--- src/rtl/pfc_pkg.sv ---
package pfc_pkg;
  typedef enum logic [1:0] {TGT_SEQ, TGT_BRANCH, TGT_PCWR, TGT_VEC} tgtSel_e;
  typedef enum logic [1:0] {RET_DEC, RET_FETCH, RET_BRANCH, RET_PCWR} retSel_e;

  typedef struct packed {
    logic    advance;
    logic    redirect;
    logic    irqTake;
    tgtSel_e tgtSel;
    retSel_e retSel;
  } pipeCtl_t;
endpackage

--- src/rtl/pfc_control.sv ---
module pfc_control
  import pfc_pkg::*;
(
  input  logic     stall,
  input  logic     branchTaken,
  input  logic     pcWrite,
  input  logic     irqReq,
  input  logic     decValid,
  output pipeCtl_t ctl
);
  always_comb begin
    ctl.advance  = ~stall;
    ctl.redirect = ~stall & (irqReq | branchTaken | pcWrite);
    ctl.irqTake  = ~stall & irqReq;

    if (irqReq)           ctl.tgtSel = TGT_VEC;
    else if (branchTaken) ctl.tgtSel = TGT_BRANCH;
    else if (pcWrite)     ctl.tgtSel = TGT_PCWR;
    else                  ctl.tgtSel = TGT_SEQ;

    if (branchTaken)   ctl.retSel = RET_BRANCH;
    else if (pcWrite)  ctl.retSel = RET_PCWR;
    else if (decValid) ctl.retSel = RET_DEC;
    else               ctl.retSel = RET_FETCH;
  end
endmodule

--- src/rtl/pfc_datapath.sv ---
module pfc_datapath
  import pfc_pkg::*;
#(
  parameter int AW = 32,
  parameter int IW = 32
) (
  input  logic          clk,
  input  logic          rst_n,
  input  pipeCtl_t      ctl,
  input  logic [AW-1:0] branchTarget,
  input  logic [AW-1:0] pcWriteData,
  input  logic [AW-1:0] irqVector,
  input  logic [IW-1:0] fetchInstr,
  output logic [AW-1:0] fetchAddr,
  output logic          decValid,
  output logic          exValid,
  output logic [AW-1:0] exAddr,
  output logic [IW-1:0] exInstr,
  output logic [AW-1:0] exPcRead,
  output logic          irqAck,
  output logic [AW-1:0] retAddr
);
  localparam int            STEP  = IW / 8;
  localparam int            PCOFS = 2 * STEP;
  localparam int            NST   = 2;          // decode, execute
  localparam int            EX    = NST - 1;
  localparam logic [AW-1:0] AMASK = ~(AW'(STEP) - AW'(1));

  logic          fetchVld;
  logic [AW-1:0] fetchPc;
  logic [AW-1:0] nextTarget;
  logic [AW-1:0] retSrc;
  logic          ackQ;
  logic [AW-1:0] retQ;

  always_comb begin
    case (ctl.tgtSel)
      TGT_BRANCH: nextTarget = branchTarget;
      TGT_PCWR:   nextTarget = pcWriteData;
      TGT_VEC:    nextTarget = irqVector;
      default:    nextTarget = fetchPc + AW'(STEP);
    endcase
  end

  always_ff @(posedge clk) begin
    if (!rst_n) begin
      fetchVld <= 1'b0;
      fetchPc  <= '0;
    end else if (ctl.advance) begin
      fetchVld <= 1'b1;
      if (ctl.redirect)  fetchPc <= nextTarget & AMASK;
      else if (fetchVld) fetchPc <= fetchPc + AW'(STEP);
    end
  end

  genvar gi;
  for (gi = 0; gi < NST; gi++) begin : gStage
    logic          inVld;
    logic [AW-1:0] inPc;
    logic [IW-1:0] inWord;
    logic          vld;
    logic [AW-1:0] pc;
    logic [IW-1:0] word;

    if (gi == 0) begin : gSrcFetch
      assign inVld  = fetchVld;
      assign inPc   = fetchPc;
      assign inWord = fetchInstr;
    end else begin : gSrcPrev
      assign inVld  = gStage[gi-1].vld;
      assign inPc   = gStage[gi-1].pc;
      assign inWord = gStage[gi-1].word;
    end

    always_ff @(posedge clk) begin
      if (!rst_n) begin
        vld  <= 1'b0;
        pc   <= '0;
        word <= '0;
      end else if (ctl.advance) begin
        vld  <= ctl.redirect ? 1'b0 : inVld;
        pc   <= inPc;
        word <= inWord;
      end
    end
  end

  always_comb begin
    case (ctl.retSel)
      RET_BRANCH: retSrc = branchTarget;
      RET_PCWR:   retSrc = pcWriteData;
      RET_DEC:    retSrc = gStage[0].pc;
      default:    retSrc = fetchPc;
    endcase
  end

  always_ff @(posedge clk) begin
    if (!rst_n) begin
      ackQ <= 1'b0;
      retQ <= '0;
    end else begin
      ackQ <= ctl.irqTake;
      if (ctl.irqTake) retQ <= retSrc & AMASK;
    end
  end

  assign fetchAddr = fetchPc;
  assign decValid  = gStage[0].vld;
  assign exValid   = gStage[EX].vld;
  assign exAddr    = gStage[EX].pc;
  assign exInstr   = gStage[EX].word;
  assign exPcRead  = gStage[EX].pc + AW'(PCOFS);
  assign irqAck    = ackQ;
  assign retAddr   = retQ;
endmodule

--- src/rtl/pipe_flow_ctrl.sv ---
module pipe_flow_ctrl
  import pfc_pkg::*;
#(
  parameter int AW = 32,
  parameter int IW = 32
) (
  input  logic          clk,
  input  logic          rst_n,
  input  logic          stall,
  output logic [AW-1:0] fetchAddr,
  input  logic [IW-1:0] fetchInstr,
  input  logic          branchTaken,
  input  logic [AW-1:0] branchTarget,
  input  logic          pcWrite,
  input  logic [AW-1:0] pcWriteData,
  input  logic          irqReq,
  input  logic [AW-1:0] irqVector,
  output logic          exValid,
  output logic [AW-1:0] exAddr,
  output logic [IW-1:0] exInstr,
  output logic [AW-1:0] exPcRead,
  output logic          irqAck,
  output logic [AW-1:0] retAddr
);
  pipeCtl_t ctl;
  logic     decValid;

  pfc_control u_ctrl (
    .stall       (stall),
    .branchTaken (branchTaken),
    .pcWrite     (pcWrite),
    .irqReq      (irqReq),
    .decValid    (decValid),
    .ctl         (ctl)
  );

  pfc_datapath #(.AW(AW), .IW(IW)) u_dp (
    .clk          (clk),
    .rst_n        (rst_n),
    .ctl          (ctl),
    .branchTarget (branchTarget),
    .pcWriteData  (pcWriteData),
    .irqVector    (irqVector),
    .fetchInstr   (fetchInstr),
    .fetchAddr    (fetchAddr),
    .decValid     (decValid),
    .exValid      (exValid),
    .exAddr       (exAddr),
    .exInstr      (exInstr),
    .exPcRead     (exPcRead),
    .irqAck       (irqAck),
    .retAddr      (retAddr)
  );
endmodule

--- config.mk ---
export PLATFORM = sky130hd
export DESIGN_NAME = pipe_flow_ctrl
export DESIGN_NICKNAME = d
export VERILOG_FILES = /design/src/rtl/pfc_pkg.sv /design/src/rtl/pfc_control.sv /design/src/rtl/pfc_datapath.sv /design/src/rtl/pipe_flow_ctrl.sv
export SDC_FILE = /design/constraint.sdc
export NUM_CORES = 1
export LEC_CHECK = 0
export CORE_MARGIN = 2
export CORE_UTILIZATION = 30
export DETAILED_ROUTE_END_ITERATION = 10
export PLACE_DENSITY = 0.62
export RECOVER_POWER = 50
export SLEW_MARGIN = 20
export SYNTH_ARGS = -nofsm -noshare
export SYNTH_HDL_FRONTEND = slang
export SYNTH_SLANG_ARGS = --single-unit
--- constraint.sdc ---
create_clock -name clk -period 4.7 [get_ports clk]
set_input_delay 0.94 -clock clk [delete_from_list [all_inputs] [get_ports clk]]
set_output_delay 0.94 -clock clk [all_outputs]
set_load 0.02 [all_outputs]
==> results.cfg, run 1 <==
[clocking]
clockRootBuffer = clkbuf_16
cts_resized = 0
insertion_delay_ns = 0.43
post_cts_buffers = 0
cts_tree = done
clk_path_buf_depth = 2
htreeDepth = 4
path_clk_slew_ns = 0.07
hold_buffers = 0
cts.sinks = 188
numCtsBuffers = 17

[yosys]
yosysSeqAreaShare_pct = 41.1
syn_inst = 1071
ys_types = 51
async_reset_ff_share_pct = 0
synth_edf_count = 0
synth_seq_cells = 188
syn_area_um2 = 9150
yosys_warnings = 0
syn_area_per_cell_um2 = 8.54
ys.flop_type = dfxtp_1

[timing]
fin_crit_sh_pct = 88.2
tightest_slew_ns = 2.55
final_hold_viol_count = 0
fin_tns_setup_ns = 0
slew_headroom_pct = -69.8
fin_skew_ns = 0.0111
setup_violations = 0
period_needed_ns = 4.15
hold_slack_ns = 0.448
slew_violations = 135
rsz0062_at_grt = no
fmax_ghz = 0.241

[worst_hold_path]
hold_class = flop to flop
holdPathStages = 2

[grt]
grt_max_degree = 77
grt_pass1_wl_um = 48300
track_usage_pct = 19.6
grt.overflow.total = 0
grt_pass1_vias = 8414
antenna_found_initial = 0

[critical_path]
cp.depth = 5
path_class = input port to flop
arrival_ns = 4.34
crit_buf_inv = 2
rr_worst_depth = 5
path_delay_family = buffers and inverters
crit_path_end_kind = flop
critPathLaunchType = input port
cpPeakStageDelay_ns = 1.66
critPathMaxFanout = 76
cp_slowest_cell = clkbuf_2
critPathRequiredTime_ns = 4.89
worstPathCellList = clkbuf_2 -> clkbuf_4 -> a311oi_1 -> a21oi_1 -> a31oi_1

[final_layout]
finalInstanceArea_um2 = 12800
area_growth_pct = 40.0
drive_gt1_share_pct = 4.77
fill_cells = 2981
postLayoutCoreUtil_pct = 43.0
layout.nets = 1443

[drt]
post-route-drc-count = 0
viasPerCell = 5.07
drt-wirelength-per-cell_um = 18.6
drt_iter0_drc = 496
drt_wl_total_um = 31800
num_vias = 8674
drtPass1Iterations = 5
ant_nets = 0

[floorplan]
rows = 63
chipHeight_um = 179
core_um2 = 29800
fp.dieW_um = 179
initial_core_util_pct = 30.7
io_pins = 296
dieArea_um2 = 31900

[run]
cap_violations = 2

[place]
portBuffers = 281
gp_routability_congestion = 0.787
placed_area_um2 = 12200
dp_hpwl_um = 22100

[power_and_ir_drop]
power_density_nw_per_um2 = 303
pwr-share-comb_pct = 15.9
switching_share_pct = 28.5
finalPower_mw = 3.88
power.share.clock_pct = 38.9
max-vdd-ir-drop_mv = 0.209
p_seq_share_pct = 45.2
p_sw_mw = 1.11
internal_power_mw = 2.78
p_leak_nw = 5.10

[status]
outcome = finished with violations
violations = capacitance limit, slew limit
==> layout by cell type (no fill, tap or decap), types with 23 or more instances in the layout <==
master and n:
dlygate4sd3_1 73, xnor2_1 23, nor2_1 146, dfxtp_1 188, o31ai_1 29, o211ai_1 30
nor2b_1 29, mux2i_1 124, nand2_1 107, nand3_1 23, a21oi_1 56, clkdlybuf4s50_1 204
o21ai_0 35, nor3b_1 29, xor2_1 26
==> final timing paths <==
| check | from | endpoint | slack, ns |
|---|---|---|---|
| min reg2reg | u_dp.retAddr[31] | u_dp.retAddr[31] | 0.45 |
| min | u_dp.retAddr[31] | u_dp.retAddr[31] | 0.45 |
| max reg2reg | u_dp.fetchVld | u_dp.fetchAddr[26] | 2.37 |
| max | stall | u_dp.fetchAddr[31] | 0.55 |
==> worst reg2reg max path: cells and delay by family, from the launching register on <==
kind,cells,cell delay [ns]
and+or+nand+nor,3,1.44
DFF,1,0.49
buffers and inverters,1,0.17
AOI/OAI and AO/OA,1,0.16
==> sequential cells by signal, indices dropped and copies added, names as in the netlist <==
signal            flops
u_dp.exInstr         32
u_dp.decValid         1
u_dp.exAddr          30
u_dp.retAddr         30
u_dp.fetchAddr       30
u_dp.irqAck           1
u_dp.gStage.pc       30
u_dp.exValid          1
u_dp.gStage.word     32
u_dp.fetchVld         1
==> synthesized netlist by cell type (all sizes together) (3+ instances only) <==
cell type  instances  share of area (%)
and3              15                1.1
or3                6               0.41
nor2b             30                2.1
nor3b             29                2.4
nor4               9               0.78
and4               3               0.30
o211ai            30                2.5
nand2            107                4.4
o21ai             35                1.9
a21oi             56                3.1
a211oi            18                1.5
nand4             21                1.7
nor2             147                6.0
nand3             23                1.3
buf               38                2.1
dfxtp            188                 41
clkbuf            49                2.0
inv                8               0.33
a21boi            12               0.98
o31ai             29                2.4
mux2i            124                 14
xnor2             23                2.2
xor2              26                2.5
nand2b             4               0.27
nor3              11               0.71
a31oi             10               0.68
==> power groups by stage <==
stage	Sequential, mW	Clock [mW]	Combinational [mW]
2_1_floorplan	1.82	0	0.286
3_3_place_gp	1.79	0	0.619
3_5_place_dp	1.79	0	0.626
4_1_cts	1.76	1.55	0.628
5_1_grt	1.77	1.61	0.672
6_report	1.75	1.51	0.619
==> stage by stage <==
step                setup WS, ns  instances
floorplan                   1.79       1078
global placement            1.11       1678
finish                     0.553       1711
detailed placement          1.07       1678
CTS                        0.584       1710
global route               0.240       1710
==> metal layers <==
metal	wire length, um	share of wire [%]	track usage, %
met5	0	0	0
met4	719	2.3	6.81
met3	1650	5.2	3.24
met2	15000	47	32.2
met1	14400	45	26.0
==> cell families (layout without fill, tap and decap cells) <==
logic type / count (synthesis) / after routing / share of synthesized area (%)
flip-flops: 188 / 188 / 41.1
XOR/XNOR: 49 / 49 / 4.69
buffers and inverters: 96 / 338 / 4.50
adder cells (fa/ha/maj): 2 / 2 / 0.274
other: 1 / 9 / 0.0410
AO/OA/AOI/OAI: 202 / 202 / 14.0
AND/OR/NAND/NOR: 408 / 408 / 21.6
multiplexers: 125 / 125 / 13.7
==> area by class of cell <==
| type | count | area [um^2] | share of cell area (%) |
|---|---|---|---|
| diodes | 1 | 2.50 | 0.0195 |
| clock buffers | 18 | 429 | 3.35 |
| clock inverters | 14 | 179 | 1.40 |
| inverters | 9 | 38.8 | 0.303 |
| multi-input cells | 794 | 5010 | 39.1 |
| flip-flops and latches | 188 | 3760 | 29.4 |
| well taps | 390 | 488 | 3.81 |
| repair buffers | 297 | 2900 | 22.7 |
Power figures use the tool's default switching activity.
==> inputs of run 2 (changes only) <==
--- a/config.mk
+++ b/config.mk
@@ -13,4 +13,5 @@
 export SLEW_MARGIN = 20
 export SYNTH_ARGS = -nofsm -noshare
 export SYNTH_HDL_FRONTEND = slang
+export SYNTH_HIERARCHICAL = 1
 export SYNTH_SLANG_ARGS = --single-unit
==> run 2 against run 1 <==
  * The flow still finishes with violations (capacitance limit, slew limit)
  * Sequential share of layout area fell by 0.66 points
  * Die area rose by 2.4%
  * Largest cell class unchanged
  * Sequential power barely moved
  * Power rose by 1.1%
  * Critical path depth did not move
  * First-iteration DRC count rose by 1.8%
  * Synthesized area rose by 2.5%
  * Combinational power rose by 5.5%
  * Cell count fell by 4.5%
  * Non-clock buffer count rose by 1
  * Worst hold slack improved by 0.028 ns
  * Clock-buffer cell count fell by 1
==> results.cfg, run 2 <==
[floorplan]
initial_core_util_pct = 30.6
chipHeight_um = 181
dieArea_um2 = 32700
fp.dieW_um = 181
io_pins = 296
core_um2 = 30700
rows = 64

[critical_path]
arrival_ns = 4.57
critPathRequiredTime_ns = 5.05
path_class = input port to flop
crit_path_end_kind = flop
critPathMaxFanout = 110
critPathLaunchType = input port

[timing]
slew_headroom_pct = -64.4
fin_crit_sh_pct = 89.6
fin_skew_ns = 0.0148
tightest_slew_ns = 2.46
final_hold_viol_count = 0
hold_slack_ns = 0.477
period_needed_ns = 4.21
rsz0062_at_grt = no
fin_tns_setup_ns = 0
setup_ws_ns = 0.487
setup_violations = 0
fmax_ghz = 0.237
slew_violations = 254

[yosys]
yosysTopAreaCell = dfxtp_1
synth_seq_cells = 188
synth.top_cell.area_share_pct = 40.1
synth_edf_count = 0
syn_area_um2 = 9380
async_reset_ff_share_pct = 0
syn_area_per_cell_um2 = 9.54
syn_inst = 983
yosys_warnings = 6
ys_types = 66
synth_most_common_cell = nor2_1
yosysSeqAreaShare_pct = 40.1
synthTopCellsByCount = nor2_1 (194), dfxtp_1 (188), mux2i_1 (175), clkbuf_1 (38), nand2_1 (35)
synthTopCellsByArea = dfxtp_1 (40%), mux2i_1 (19%), nor2_1 (7.8%)
ys.flop_type = dfxtp_1

[place]
dp_slack_ns = 0.885
gp_routability_congestion = 0.771
portBuffers = 281
placed_area_um2 = 12500
dp_hpwl_um = 21500

[final_layout]
layout_common_cells = nor2_1 (194), clkdlybuf4s50_1 (188), dfxtp_1 (188)
layout.nets = 1359
multi_input_area_um2 = 5230
area_growth_pct = 39.8
layout_commonest_cell = nor2_1
regArea_um2 = 3760
finalInstanceArea_um2 = 13100
fill_cells = 3003
drive_gt1_share_pct = 8.90

[clocking]
cts_tree = done
clockRootBuffer = clkbuf_16
cts_resized = 0
numCtsBuffers = 17
insertion_delay_ns = 0.43
post_cts_buffers = 0
path_clk_slew_ns = 0.08
clk_path_buf_depth = 2
htreeDepth = 4
hold_buffers = 0
cts.sinks = 188

[drt]
drt-wirelength-per-cell_um = 18.6
drt_wl_total_um = 30400
drt_iter0_drc = 505
viasPerCell = 5.05
drtPass1Iterations = 5
num_vias = 8251
ant_nets = 0
post-route-drc-count = 0

[power_and_ir_drop]
p_leak_nw = 5.39
max-vdd-ir-drop_mv = 0.229
power_density_nw_per_um2 = 300

[grt]
grt_max_degree = 124
grt_pass1_vias = 7943
track_usage_pct = 18.1
grt.overflow.total = 0
antenna_found_initial = 3
grt_pass1_wl_um = 46700

[status]
outcome = finished with violations
violations = capacitance limit, slew limit

[worst_hold_path]
hold_class = flop to flop

[run]
cap_violations = 3
-- run 2: cell families after synthesis --
logic type / Yosys count / share of synthesized area [%]
other: 1 / 0.0400
AOI/OAI and AO/OA: 125 / 8.85
buffers and inverters: 95 / 4.67
xor gates and xnor gates: 27 / 2.52
adders and majority gates: 2 / 0.267
DFF: 188 / 40.1
and+or+nand+nor: 331 / 16.5
muxes: 214 / 27.0
-- run 2: worst paths after layout --
path / start / end / slack [ns] / cells past startpoint
setup reg to reg: u_dp/fetchAddr[2] / u_dp/fetchAddr[28] / 2.33 / 6
hold / removal: u_dp/exValid / u_dp/exValid / 0.48 / 2
hold reg to reg: u_dp/exValid / u_dp/exValid / 0.48 / 2
setup / recovery: rst_n / u_dp/fetchAddr[24] / 0.49 / 5
-- run 2: power by group --
part,internal (mW),switching [mW]
combinational,0.332,0.321
sequential,1.66,0.0682
clock,0.818,0.729
-- run 2: routing by layer --
layer / track usage, % / part of all wire (%) / up-vias
li1: - / - / 3992
met5: 0 / 0.040 / -
met1: 24.7 / 46 / 3947
met2: 28.8 / 46 / 286
met3: 4.47 / 6.8 / 24
met4: 4.26 / 1.3 / 2
-- run 2: through the flow --
step / instances / power (mW) / util, %
after floorplan: 990 / 2.12 / -
after global placement: 1600 / 2.42 / 40.8
after detailed placement: 1600 / 2.42 / 40.8
after CTS: 1632 / 3.99 / 42.8
after global routing: 1633 / 4.09 / 42.7
final: 1634 / 3.93 / 42.7
-- run 2: worst max-delay path, cell delays in order --
cell	delay (ns)
clkdlybuf4s50_1	0.46
buf_4	0.31
clkinvlp_4	1.60
clkbuf_4	0.98
a31oi_1	0.25
-- run 2: cell type report --
type                    count  share of cell area, %
diodes                      2                 0.0382
clock buffers              17                   3.25
clock inverters            15                   1.54
inverters                  11                  0.353
multi-input cells         707                   39.9
flip-flops and latches    188                   28.7
well taps                 396                   3.78
repair buffers            298                   22.4
